## config.mk

```make
export PLATFORM = sky130hd
export DESIGN_NAME = vic_dual
export DESIGN_NICKNAME = d
export VERILOG_FILES = /design/src/rtl/vic_pkg.sv /design/src/rtl/vic_chan_dp.sv /design/src/rtl/vic_ctrl.sv /design/src/rtl/vic_dual.sv
export SDC_FILE = /design/constraint.sdc
export NUM_CORES = 1
export LEC_CHECK = 0
export BUFFER_PORTS_ARGS = -buffer_cell sky130_fd_sc_hd__buf_2
export CORE_ASPECT_RATIO = 1.25
export CORE_MARGIN = 3
export CORE_UTILIZATION = 50
export DETAILED_ROUTE_END_ITERATION = 10
export PLACE_DENSITY = 0.77
export SETUP_SLACK_MARGIN = 0.1
export SYNTH_ARGS = -nofsm -noshare
export SYNTH_HDL_FRONTEND = slang
export SYNTH_SLANG_ARGS = --single-unit
```

## constraint.sdc

```tcl
create_clock -name clk -period 2.2 [get_ports clk]
set_clock_uncertainty 0.2 [all_clocks]
set_input_delay 0.33 -clock clk [delete_from_list [all_inputs] [get_ports clk]]
set_output_delay 0.33 -clock clk [all_outputs]
set_load 0.01 [all_outputs]
```

## src/rtl/vic_pkg.sv

```systemverilog
package vic_pkg;

  typedef struct packed {
    logic maskWr;
    logic trigWr;
    logic pendClr;
    logic ack;
  } chanCmd_t;

  localparam int REG_AW = 4;

  localparam logic [2:0] OFS_MASK  = 3'd0;
  localparam logic [2:0] OFS_TRIG  = 3'd1;
  localparam logic [2:0] OFS_PEND  = 3'd2;
  localparam logic [2:0] OFS_EOI   = 3'd3;
  localparam logic [2:0] OFS_VACK  = 3'd4;
  localparam logic [2:0] OFS_VPEEK = 3'd5;

  localparam logic [REG_AW-1:0] ADDR_ROUTE = 4'hE;

endpackage

```

## src/rtl/vic_chan_dp.sv

```systemverilog
module vic_chan_dp
  import vic_pkg::*;
#(
  parameter int          N           = 16,
  parameter int          VEC_W       = 5,
  parameter int          SYNC_STAGES = 2,
  parameter logic [N-1:0] TRIG_RST   = '0,
  parameter logic [N-1:0] RSVD       = '0
) (
  input  logic             clk,
  input  logic             rstN,
  input  logic [N-1:0]     irqIn,
  input  chanCmd_t         cmd,
  input  logic [N-1:0]     wData,
  output logic [N-1:0]     maskQ,
  output logic [N-1:0]     trigQ,
  output logic [N-1:0]     pendQ,
  output logic [VEC_W-1:0] vecIdx,
  output logic             vecValid
);

  logic [N-1:0] syncQ [SYNC_STAGES];
  logic [N-1:0] prevQ;
  logic [N-1:0] lineNow;
  logic [N-1:0] rise;
  logic [N-1:0] active;
  logic [N-1:0] wClr;
  logic [N-1:0] aClr;

  // input synchronizer and previous-value register for edge detection
  always_ff @(posedge clk or negedge rstN) begin
    if (!rstN) begin
      for (int s = 0; s < SYNC_STAGES; s++) syncQ[s] <= '0;
      prevQ <= '0;
    end else begin
      syncQ[0] <= irqIn & ~RSVD;
      for (int s = 1; s < SYNC_STAGES; s++) syncQ[s] <= syncQ[s-1];
      prevQ <= syncQ[SYNC_STAGES-1];
    end
  end

  assign lineNow = syncQ[SYNC_STAGES-1];
  assign rise    = lineNow & ~prevQ;

  // configuration registers
  always_ff @(posedge clk or negedge rstN) begin
    if (!rstN) begin
      maskQ <= '0;
      trigQ <= TRIG_RST;
    end else begin
      if (cmd.maskWr) maskQ <= wData;
      if (cmd.trigWr) trigQ <= wData;
    end
  end

  assign wClr = cmd.pendClr ? wData : '0;
  assign aClr = (cmd.ack && vecValid) ? ((N'(1) << vecIdx) & ~trigQ) : '0;

  // pending latches: a new edge wins over a clear in the same cycle
  for (genvar i = 0; i < N; i++) begin : g_pend
    always_ff @(posedge clk or negedge rstN) begin
      if (!rstN)            pendQ[i] <= 1'b0;
      else if (RSVD[i])     pendQ[i] <= 1'b0;
      else if (trigQ[i])    pendQ[i] <= lineNow[i];
      else                  pendQ[i] <= (pendQ[i] & ~wClr[i] & ~aClr[i]) | rise[i];
    end

    // a latched edge stays pending until cleared
    a_r2_edge_hold: assert property (@(posedge clk) disable iff (!rstN)
      (!trigQ[i] && pendQ[i] && !cmd.pendClr && !cmd.ack && !cmd.trigWr) |=> pendQ[i]);

    // level source mirrors the synchronized line
    a_r3_level_follow: assert property (@(posedge clk) disable iff (!rstN)
      (trigQ[i] && !cmd.trigWr && !RSVD[i]) |=> (pendQ[i] == $past(lineNow[i])));
  end

  assign active = pendQ & maskQ;

  // fixed priority: lowest index wins, all ones when idle
  always_comb begin
    vecIdx   = '1;
    vecValid = 1'b0;
    for (int i = N - 1; i >= 0; i--) begin
      if (active[i]) begin
        vecIdx   = VEC_W'(i);
        vecValid = 1'b1;
      end
    end
  end

  // reported source is really pending and unmasked
  a_r5_vec_active: assert property (@(posedge clk) disable iff (!rstN)
    vecValid |-> (pendQ[vecIdx] && maskQ[vecIdx]));

  // reserved sources never show pending
  a_r10_rsvd_quiet: assert property (@(posedge clk) disable iff (!rstN)
    (pendQ & RSVD) == '0);

endmodule

```

## src/rtl/vic_ctrl.sv

```systemverilog
module vic_ctrl
  import vic_pkg::*;
#(
  parameter int NRM_N  = 16,
  parameter int FST_N  = 8,
  parameter int NRM_VW = 5,
  parameter int FST_VW = 4,
  parameter int SEL_W  = 4
) (
  input  logic              clk,
  input  logic              rstN,
  input  logic [REG_AW-1:0] busAddr,
  input  logic              busWr,
  input  logic              busRd,
  input  logic [NRM_N-1:0]  busWData,
  output logic [NRM_N-1:0]  busRData,
  output chanCmd_t          nrmCmd,
  output chanCmd_t          fstCmd,
  input  logic [NRM_N-1:0]  nrmMask,
  input  logic [NRM_N-1:0]  nrmTrig,
  input  logic [NRM_N-1:0]  nrmPend,
  input  logic [NRM_VW-1:0] nrmVec,
  input  logic              nrmValid,
  input  logic [FST_N-1:0]  fstMask,
  input  logic [FST_N-1:0]  fstTrig,
  input  logic [FST_N-1:0]  fstPend,
  input  logic [FST_VW-1:0] fstVec,
  input  logic              fstValid,
  output logic [SEL_W-1:0]  routeSel6,
  output logic [SEL_W-1:0]  routeSel7,
  output logic              nrmReq,
  output logic              fstReq
);

  localparam int DW = NRM_N;

  logic       isFst;
  logic [2:0] ofs;
  logic       routeHit;
  logic       nrmEoi, fstEoi;
  logic       nrmSvcQ, fstSvcQ;

  assign isFst    = busAddr[REG_AW-1];
  assign ofs      = busAddr[2:0];
  assign routeHit = (busAddr == ADDR_ROUTE);

  always_comb begin
    nrmCmd         = '0;
    fstCmd         = '0;
    nrmCmd.maskWr  = busWr && !isFst && (ofs == OFS_MASK);
    nrmCmd.trigWr  = busWr && !isFst && (ofs == OFS_TRIG);
    nrmCmd.pendClr = busWr && !isFst && (ofs == OFS_PEND);
    nrmCmd.ack     = busRd && !isFst && (ofs == OFS_VACK);
    fstCmd.maskWr  = busWr &&  isFst && (ofs == OFS_MASK);
    fstCmd.trigWr  = busWr &&  isFst && (ofs == OFS_TRIG);
    fstCmd.pendClr = busWr &&  isFst && (ofs == OFS_PEND);
    fstCmd.ack     = busRd &&  isFst && (ofs == OFS_VACK);
  end

  assign nrmEoi = busWr && !isFst && (ofs == OFS_EOI);
  assign fstEoi = busWr &&  isFst && (ofs == OFS_EOI);

  // in-service flags: an acknowledge with a valid vector sets, end-of-interrupt clears
  always_ff @(posedge clk or negedge rstN) begin
    if (!rstN) begin
      nrmSvcQ <= 1'b0;
      fstSvcQ <= 1'b0;
    end else begin
      if (nrmCmd.ack && nrmValid) nrmSvcQ <= 1'b1;
      else if (nrmEoi)            nrmSvcQ <= 1'b0;
      if (fstCmd.ack && fstValid) fstSvcQ <= 1'b1;
      else if (fstEoi)            fstSvcQ <= 1'b0;
    end
  end

  assign nrmReq = nrmValid && !nrmSvcQ;
  assign fstReq = fstValid && !fstSvcQ;

  // route selection register
  always_ff @(posedge clk or negedge rstN) begin
    if (!rstN) begin
      routeSel6 <= '0;
      routeSel7 <= '0;
    end else if (busWr && routeHit) begin
      routeSel6 <= busWData[SEL_W-1:0];
      routeSel7 <= busWData[8+SEL_W-1:8];
    end
  end

  // read data mux
  always_comb begin
    busRData = '0;
    if (routeHit) begin
      busRData[SEL_W-1:0]   = routeSel6;
      busRData[8+SEL_W-1:8] = routeSel7;
    end else if (!isFst) begin
      unique case (ofs)
        OFS_MASK:            busRData = nrmMask;
        OFS_TRIG:            busRData = nrmTrig;
        OFS_PEND:            busRData = nrmPend;
        OFS_VACK, OFS_VPEEK: busRData = DW'(nrmVec);
        default:             busRData = '0;
      endcase
    end else begin
      unique case (ofs)
        OFS_MASK:            busRData = DW'(fstMask);
        OFS_TRIG:            busRData = DW'(fstTrig);
        OFS_PEND:            busRData = DW'(fstPend);
        OFS_VACK, OFS_VPEEK: busRData = DW'(fstVec);
        default:             busRData = '0;
      endcase
    end
  end

  // an accepted acknowledge silences the channel request
  a_r6_nrm_ack_quiet: assert property (@(posedge clk) disable iff (!rstN)
    (nrmCmd.ack && nrmValid) |=> !nrmReq);
  a_r6_fst_ack_quiet: assert property (@(posedge clk) disable iff (!rstN)
    (fstCmd.ack && fstValid) |=> !fstReq);

  // end-of-interrupt leaves the channel out of service
  a_r8_nrm_eoi: assert property (@(posedge clk) disable iff (!rstN)
    (nrmEoi && !nrmCmd.ack) |=> !nrmSvcQ);

  // an observing read never changes service state
  a_r7_peek_clean: assert property (@(posedge clk) disable iff (!rstN)
    (busRd && (ofs == OFS_VPEEK) && !busWr) |=> ($stable(nrmSvcQ) && $stable(fstSvcQ)));

endmodule

```

## src/rtl/vic_dual.sv

```systemverilog
module vic_dual
  import vic_pkg::*;
#(
  parameter int              NRM_N        = 16,
  parameter int              FST_N        = 8,
  parameter int              SYNC_STAGES  = 2,
  parameter logic [NRM_N-1:0] NRM_RSVD    = 16'h4080,
  parameter logic [NRM_N-1:0] NRM_TRIG_RST = 16'h0100,
  parameter logic [FST_N-1:0] FST_TRIG_RST = '0
) (
  input  logic                 clk,
  input  logic                 rstN,
  input  logic [NRM_N-1:0]     nrmIrqIn,
  input  logic [FST_N-3:0]     fstIrqIn,
  input  logic [REG_AW-1:0]    busAddr,
  input  logic                 busWr,
  input  logic                 busRd,
  input  logic [NRM_N-1:0]     busWData,
  output logic [NRM_N-1:0]     busRData,
  output logic                 nrmReq,
  output logic                 fstReq
);

  localparam int NRM_VW = $clog2(NRM_N) + 1;
  localparam int FST_VW = $clog2(FST_N) + 1;
  localparam int SEL_W  = $clog2(NRM_N);

  chanCmd_t          nrmCmd, fstCmd;
  logic [NRM_N-1:0]  nrmMask, nrmTrig, nrmPend;
  logic [FST_N-1:0]  fstMask, fstTrig, fstPend;
  logic [NRM_VW-1:0] nrmVec;
  logic [FST_VW-1:0] fstVec;
  logic              nrmValid, fstValid;
  logic [SEL_W-1:0]  routeSel6, routeSel7;
  logic [NRM_N-1:0]  nrmClean;
  logic [FST_N-1:0]  fstLines;

  assign nrmClean = nrmIrqIn & ~NRM_RSVD;
  assign fstLines = {nrmClean[routeSel7], nrmClean[routeSel6], fstIrqIn};

  vic_ctrl #(
    .NRM_N(NRM_N), .FST_N(FST_N), .NRM_VW(NRM_VW), .FST_VW(FST_VW), .SEL_W(SEL_W)
  ) u_ctrl (
    .clk(clk), .rstN(rstN),
    .busAddr(busAddr), .busWr(busWr), .busRd(busRd),
    .busWData(busWData), .busRData(busRData),
    .nrmCmd(nrmCmd), .fstCmd(fstCmd),
    .nrmMask(nrmMask), .nrmTrig(nrmTrig), .nrmPend(nrmPend),
    .nrmVec(nrmVec), .nrmValid(nrmValid),
    .fstMask(fstMask), .fstTrig(fstTrig), .fstPend(fstPend),
    .fstVec(fstVec), .fstValid(fstValid),
    .routeSel6(routeSel6), .routeSel7(routeSel7),
    .nrmReq(nrmReq), .fstReq(fstReq)
  );

  vic_chan_dp #(
    .N(NRM_N), .VEC_W(NRM_VW), .SYNC_STAGES(SYNC_STAGES),
    .TRIG_RST(NRM_TRIG_RST), .RSVD(NRM_RSVD)
  ) u_nrm (
    .clk(clk), .rstN(rstN), .irqIn(nrmClean), .cmd(nrmCmd), .wData(busWData),
    .maskQ(nrmMask), .trigQ(nrmTrig), .pendQ(nrmPend),
    .vecIdx(nrmVec), .vecValid(nrmValid)
  );

  vic_chan_dp #(
    .N(FST_N), .VEC_W(FST_VW), .SYNC_STAGES(SYNC_STAGES),
    .TRIG_RST(FST_TRIG_RST), .RSVD('0)
  ) u_fst (
    .clk(clk), .rstN(rstN), .irqIn(fstLines), .cmd(fstCmd), .wData(busWData[FST_N-1:0]),
    .maskQ(fstMask), .trigQ(fstTrig), .pendQ(fstPend),
    .vecIdx(fstVec), .vecValid(fstValid)
  );

endmodule

```

==> Word-level counts from Yosys, hierarchy flattened <==
Cells that the tools add are included.
{ "classes": {"n_mul": 0, "n_mux": 89, "shift": 2, "order_cmp": 2, "n_bitwise": 120, "n_reduce_logical": 26, "n_addsub": 0, "div_mod_pow": 0, "n_eq_ne": 6} }
{ "ops": {"columns": ["operator", "n"], "rows": [
  ["$mux W5", 16],
  ["$pmux W16 S4", 1],
  ["$mux W1", 52],
  ["$and A16 B16 Y16", 3],
  ["$mux W16", 3],
  ["$mux W4", 12],
  ["$and A1 B1 Y1", 44],
  ["$not A1 Y1", 44],
  ["$not A16 Y16", 2],
  ["$pmux W8 S4", 1],
  ["$and A8 B8 Y8", 3],
  ["$or A1 B1 Y1", 22],
  ["$logic_and A1 B1 Y1", 19],
  ["$mux W8", 2],
  ["$not A8 Y8", 2],
  ["$shl A1 B5 Y16 const A", 1],
  ["$lt A4 B5 Y1 const B", 2],
  ["$bmux W1 S4", 2],
  ["$shl A1 B4 Y8 const A", 1],
  ["$eq A3 B2 Y1 const B", 2],
  ["$eq A3 B3 Y1 const B", 2],
  ["$eq A4 B4 Y1 const B", 1],
  ["$reduce_bool A2 Y1", 2],
  ["$eq A3 B1 Y1 const B", 1],
  ["3 further kinds", 5]
]} }
{ "totals": {"rom_bits": 0, "output_inout_bits": 18, "memories": 0, "ramBits": 0, "regBits": 146, "wordCells": 281, "latch_bits": 0} }

==> Longest topological paths before layout <==
{ "depth": {"word_depth": 24, "ltp_mapped": 8, "mapped_depth_nobuf": 5} }

==> By module <==
From an unflattened synthesis, not the netlist that was laid out.
{ "unflattened": {"cells_unflattened": 582, "hier_area_um2": 6861.6} }
{ "modules_own_cells": {"columns": ["module", "area_per_inst_um2", "instances", "cells_per_inst"], "rows": [
  ["vic_chan_dp (u_nrm)", 3350.7, 1, 258],
  ["vic_chan_dp (u_fst)", 1816.7, 1, 139],
  ["vic_ctrl", 1422.6, 1, 164],
  ["vic_dual", 271.5, 1, 21]
]} }

==> Least setup slack after synthesis <==
OpenSTA, ideal clock, no wires.
{ "synth_path": {"path_kind": "input to output", "start": "in busAddr[0]", "end": "out busRData[5]", "path_slack_ns": -0.033, "path_buffers": 2, "t_required_ns": 1.670, "t_arrival_ns": 1.703, "stages": 5, "cell_sequence": "buf_2 > nor2b_1 > buf_2 > a21oi_1 > a2111oi_0"} }
{ "synth_between": {"elab_chain_cells": 5} }
{ "synth_rtl": {"columns": ["element", "line", "source"], "rows": [
  ["from (decl)", "vic_dual.sv:15", "input logic [REG_AW-1:0] busAddr,"],
  ["$eq A3 B3 Y1", "vic_ctrl.sv:97, vic_ctrl.sv:105", null],
  ["$reduce_or A2 Y1", "vic_ctrl.sv:97, vic_ctrl.sv:105", null],
  ["$pmux W16 S4 / $pmux W8 S4 (equally long branches)", "vic_ctrl.sv:97, vic_ctrl.sv:105", null],
  ["$mux W16", "vic_ctrl.sv:96", "end else if (!isFst) begin"],
  ["$mux W4 (*)", "vic_ctrl.sv:93", "if (routeHit) begin"],
  ["to (decl)", "vic_dual.sv:19", "output logic [NRM_N-1:0] busRData,"]
]} }
Every way passes the cells marked *; elsewhere a longest branch is shown, timed or not.

==> Worst setup path after layout <==
{ "layout_path": {"start": "reg u_nrm.maskQ[8]", "end": "out busRData[1]"} }
{ "layout_between": {"elab_chain_cells": 13} }
{ "layout_rtl": {"columns": ["element", "line", "source"], "rows": [
  ["from (decl)", "vic_chan_dp.sv:15", "output logic [N-1:0] maskQ,"],
  ["from (signal assigned)", "vic_chan_dp.sv:51", "if (cmd.maskWr) maskQ <= wData;"],
  ["$and A16 B16 Y16", "vic_chan_dp.sv:77", "assign active = pendQ & maskQ;"],
  ["$mux W5 (9 in series)", "vic_chan_dp.sv:84", "if (active[i]) begin"],
  ["$pmux W16 S4", "vic_ctrl.sv:97", "unique case (ofs)"],
  ["$mux W16", "vic_ctrl.sv:96", null],
  ["$mux W4", "vic_ctrl.sv:93", null]
]} }
Every way passes these cells.

==> impl_metrics.tcl <==
set metrics [dict create \
    worstSetupPathType "flop to output port" \
    fp.dieW_um 109 \
    path_max_fanout 2 \
    synth_ff_type "dfrtp_1" \
    area_growth_pct 37.5 \
    violations "setup timing" \
    synth_top_area_share 0.548 \
    nNetsFinal 809 \
    synth_most_common_cell "dfrtp_1" \
    swShare 0.327 \
    final_core_util 0.710 \
    p_leak_uw 0.00410 \
    grtUsageTotal 0.278 \
    numCtsBuffers 17 \
    cts.sink_count 146 \
    outcome "complete, but fails checks" \
    synthesis.nets 615 \
    cts_buffer_depth 2 \
    start_util 0.516 \
    worst_setup_path_end_kind "output port" \
    p_per_area_nw_per_um2 1000 \
    timing.rr.end "u_nrm.pendQ[15]" \
    vias_per_cell 6.00 \
    cts.clk_slew.worst_paths_ps 60 \
    die_area_um2 14700 \
    io_pins 64 \
    hold_class "input pin to flop" \
    wl_um 19800 \
    drt-pass1-iter-count 5 \
    h-tree-depth 4 \
    r2r_start "u_nrm.maskQ[6]" \
    num_vias 5665 \
    slew_viol_final 0 \
    cp.required_ps 1670 \
    grt_pass1_wl_um 30800 \
    finalNonFillerCells 944 \
    p_comb_frac 0.302 \
    drive_above_1_share 0.405 \
    port_buffers 61 \
    clockPowerShare 0.300 \
    p_seq_frac 0.398 \
    yosysWarnings 0 \
    final-setup-viol-count 14 \
    root_buffer "clkbuf_16" \
    synth.avg_cell_area_um2 11.6 \
    p_switching_uw 2980 \
    synth_seq_area_share 0.552 \
    worst_setup_path_start_kind "flop" \
    dpl.hpwl_um 13200 \
    synth_top_cell_by_area "dfrtp_1" \
    std_cell_rows 46 \
    drt-initial-drc-count 532 \
    internal-power_uw 6140 \
    core_area_um2 12800 \
    die_h_um 135 \
    antenna_found_initial 0 \
    irDropWorstVdd_v 0.000592 \
    netlist_instances 569 \
    drc_errors 0 \
    place_inst 866 \
    setup_ws_ps -503 \
    grt_pass1_vias 5929 \
    min_period_over_period 1.23 \
    rsz0062_at_grt "yes" \
    cap_viol_max_count 0 \
    whs_endpoint "u_fst.trigQ[0]" \
    worstPathArrival_ps 2170 \
    synth.area.top_cells "dfrtp_1, mux2_2, nand2_1, mux2i_1, o21ai_0" \
    grt_max_degree 54 \
    yosysUniqueCellTypes 63 \
    place_congestion 0.943 \
    synthTopCellsByCount "dfrtp_1, nand2_1, mux2_2, o21ai_0, mux2i_1" \
    cts_tree "yes" \
    wire_per_inst_um 21.0 \
    grt-ovfl-total 0 \
    yosys_register_bits 146 \
    worst_slew_pin_slew_ps 672 \
    ff2ff_path_depth 6 \
    max_slew_margin 0.552 \
    n_antenna_cell 0 \
    synth_edf_count 0 \
    min_path_cells 3 \
    postRouteAntennaNets 0 \
    max_freq_ghz 0.370 \
    hold_violations 0 \
    synthesis.area_um2 6630 \
    min_from "busWData[0]" \
    timing.reg2reg.setup_slack_ps -150 \
    period_needed_ps 2700 \
    fillers 848 \
    ys_async_sr_fraction 1.00 \
    clock_latency_ps 430 \
]
-- critical path: stages, from the launching register on --
cell and delay [ps]:
dfrtp_1 400, buf_6 130, a22o_1 210, a211o_1 330, a21bo_2 240, o221ai_2 140
a22o_1 170, buf_2 130
-- power groups by stage --
stage / Sequential (µW) / Clock (µW) / Combinational [µW]
2_1_floorplan: 3480 / 0 / 1230
3_3_place_gp: 3600 / 0 / 2070
3_5_place_dp: 3630 / 0 / 2120
4_1_cts: 3600 / 2780 / 2500
5_1_grt: 3680 / 2910 / 2920
6_report: 3630 / 2730 / 2750
-- sequential cells by signal, summed over array words and instances (netlist names) --
register          flops
u_nrm.maskQ          16
u_nrm.trigQ          16
u_nrm.lineNow        14
u_nrm.pendQ          14
u_nrm.prevQ          14
u_nrm.syncQ          14
u_fst.lineNow         8
u_fst.maskQ           8
u_fst.pendQ           8
u_fst.prevQ           8
u_fst.syncQ           8
u_fst.trigQ           8
u_ctrl.routeSel6      4
u_ctrl.routeSel7      4
u_ctrl.fstSvcQ        1
u_ctrl.nrmSvcQ        1
-- what timing repair did --
item,CTS,global route
endpoints found under the setup margin,23,27
resized for setup,48,30
gates cloned,0,0
pin swaps,26,21
hold buffers,29,0
setup buffers,15,5
endpoints found under the hold margin,88,0
-- layer usage --
| layer | share of wire | track usage | up-vias |
|---|---|---|---|
| met2 | 0.52 | 0.472 | 265 |
| li1 | - | - | 2494 |
| met5 | 0 | 0 | - |
| met4 | 0.040 | 0.135 | 0 |
| met3 | 0.054 | 0.0626 | 65 |
| met1 | 0.39 | 0.332 | 2841 |
-- kinds of logic (layout without fill, tap and decap cells) --
logic type / after synthesis / after routing / synth area share
DFF: 146 / 146 / 0.552
buffers and inverters: 48 / 255 / 0.0300
AOI/OAI and AO/OA: 142 / 142 / 0.150
and+or+nand+nor: 149 / 149 / 0.119
muxes: 84 / 84 / 0.149
-- layout by cell type (no fill, tap or decap), types with 4 or more instances in the layout --
cell           Yosys  final
nand2_1           62     59
a41oi_1            4      4
inv_1             22     22
buf_6              1     21
clkbuf_16          0     17
a22oi_2            0      5
o21ai_0           37     33
clkinvlp_4         0      5
dfrtp_1          145    144
a22oi_1           14      9
o21ai_1            2      6
nand3_1           10      7
a21boi_0           5      4
a31oi_1            7      7
dlygate4sd3_1      0     29
buf_2              9     56
buf_4              0     88
a32o_1             6      5
nor2_1            19     15
nand2b_1          11     10
mux2_2            55     55
mux2i_1           23     23
nor2b_1            6      5
a21oi_1           21     18
nand3b_1          11     11
mux4_2             6      6
a22o_1            10     10
buf_12             0      5
nor3_1             6      5
a221oi_1           4      4
inv_6              0      4
-- how the worst max path moves through the flow --
stage                               from              end  slack [ps]  cells after the start
after floorplan           u_nrm.maskQ[6]      busRData[4]         100                      5
after CTS                 u_nrm.maskQ[8]      busRData[1]        -450                      7
after global placement    u_nrm.maskQ[6]  u_nrm.pendQ[15]        -100                      5
final                     u_nrm.maskQ[8]      busRData[1]        -500                      7
after global routing      u_nrm.pendQ[8]      busRData[1]        -580                      7
after detailed placement  u_nrm.maskQ[6]  u_nrm.pendQ[15]        -180                      5
-- cell type report --
cell class                 count  area, µm²  area share
clock buffer                  18        429      0.0471
clock inverter                14        130      0.0143
inverter                      22       82.6     0.00906
multi-input combinational    375       3020       0.331
sequential                   146       3660       0.401
tap                          168        210      0.0231
timing repair buffer         201       1590       0.174
-- metrics by stage --
| stage | instance area (µm²) | total power, µW | hold slack, ps | setup slack, ps | TNS (ps) |
|---|---|---|---|---|---|
| after floorplan | 6640 | 4710 | -166 | 101 | 0 |
| after global placement | 7810 | 5660 | 110 | -96.9 | -310 |
| after detailed placement | 7810 | 5750 | 118 | -178 | -816 |
| after CTS | 8970 | 8880 | 3.03 | -451 | -2870 |
| after global routing | 9110 | 9510 | 24.6 | -580 | -4430 |
| final | 9110 | 9110 | 31.5 | -503 | -3360 |
Power figures use the tool's default switching activity.
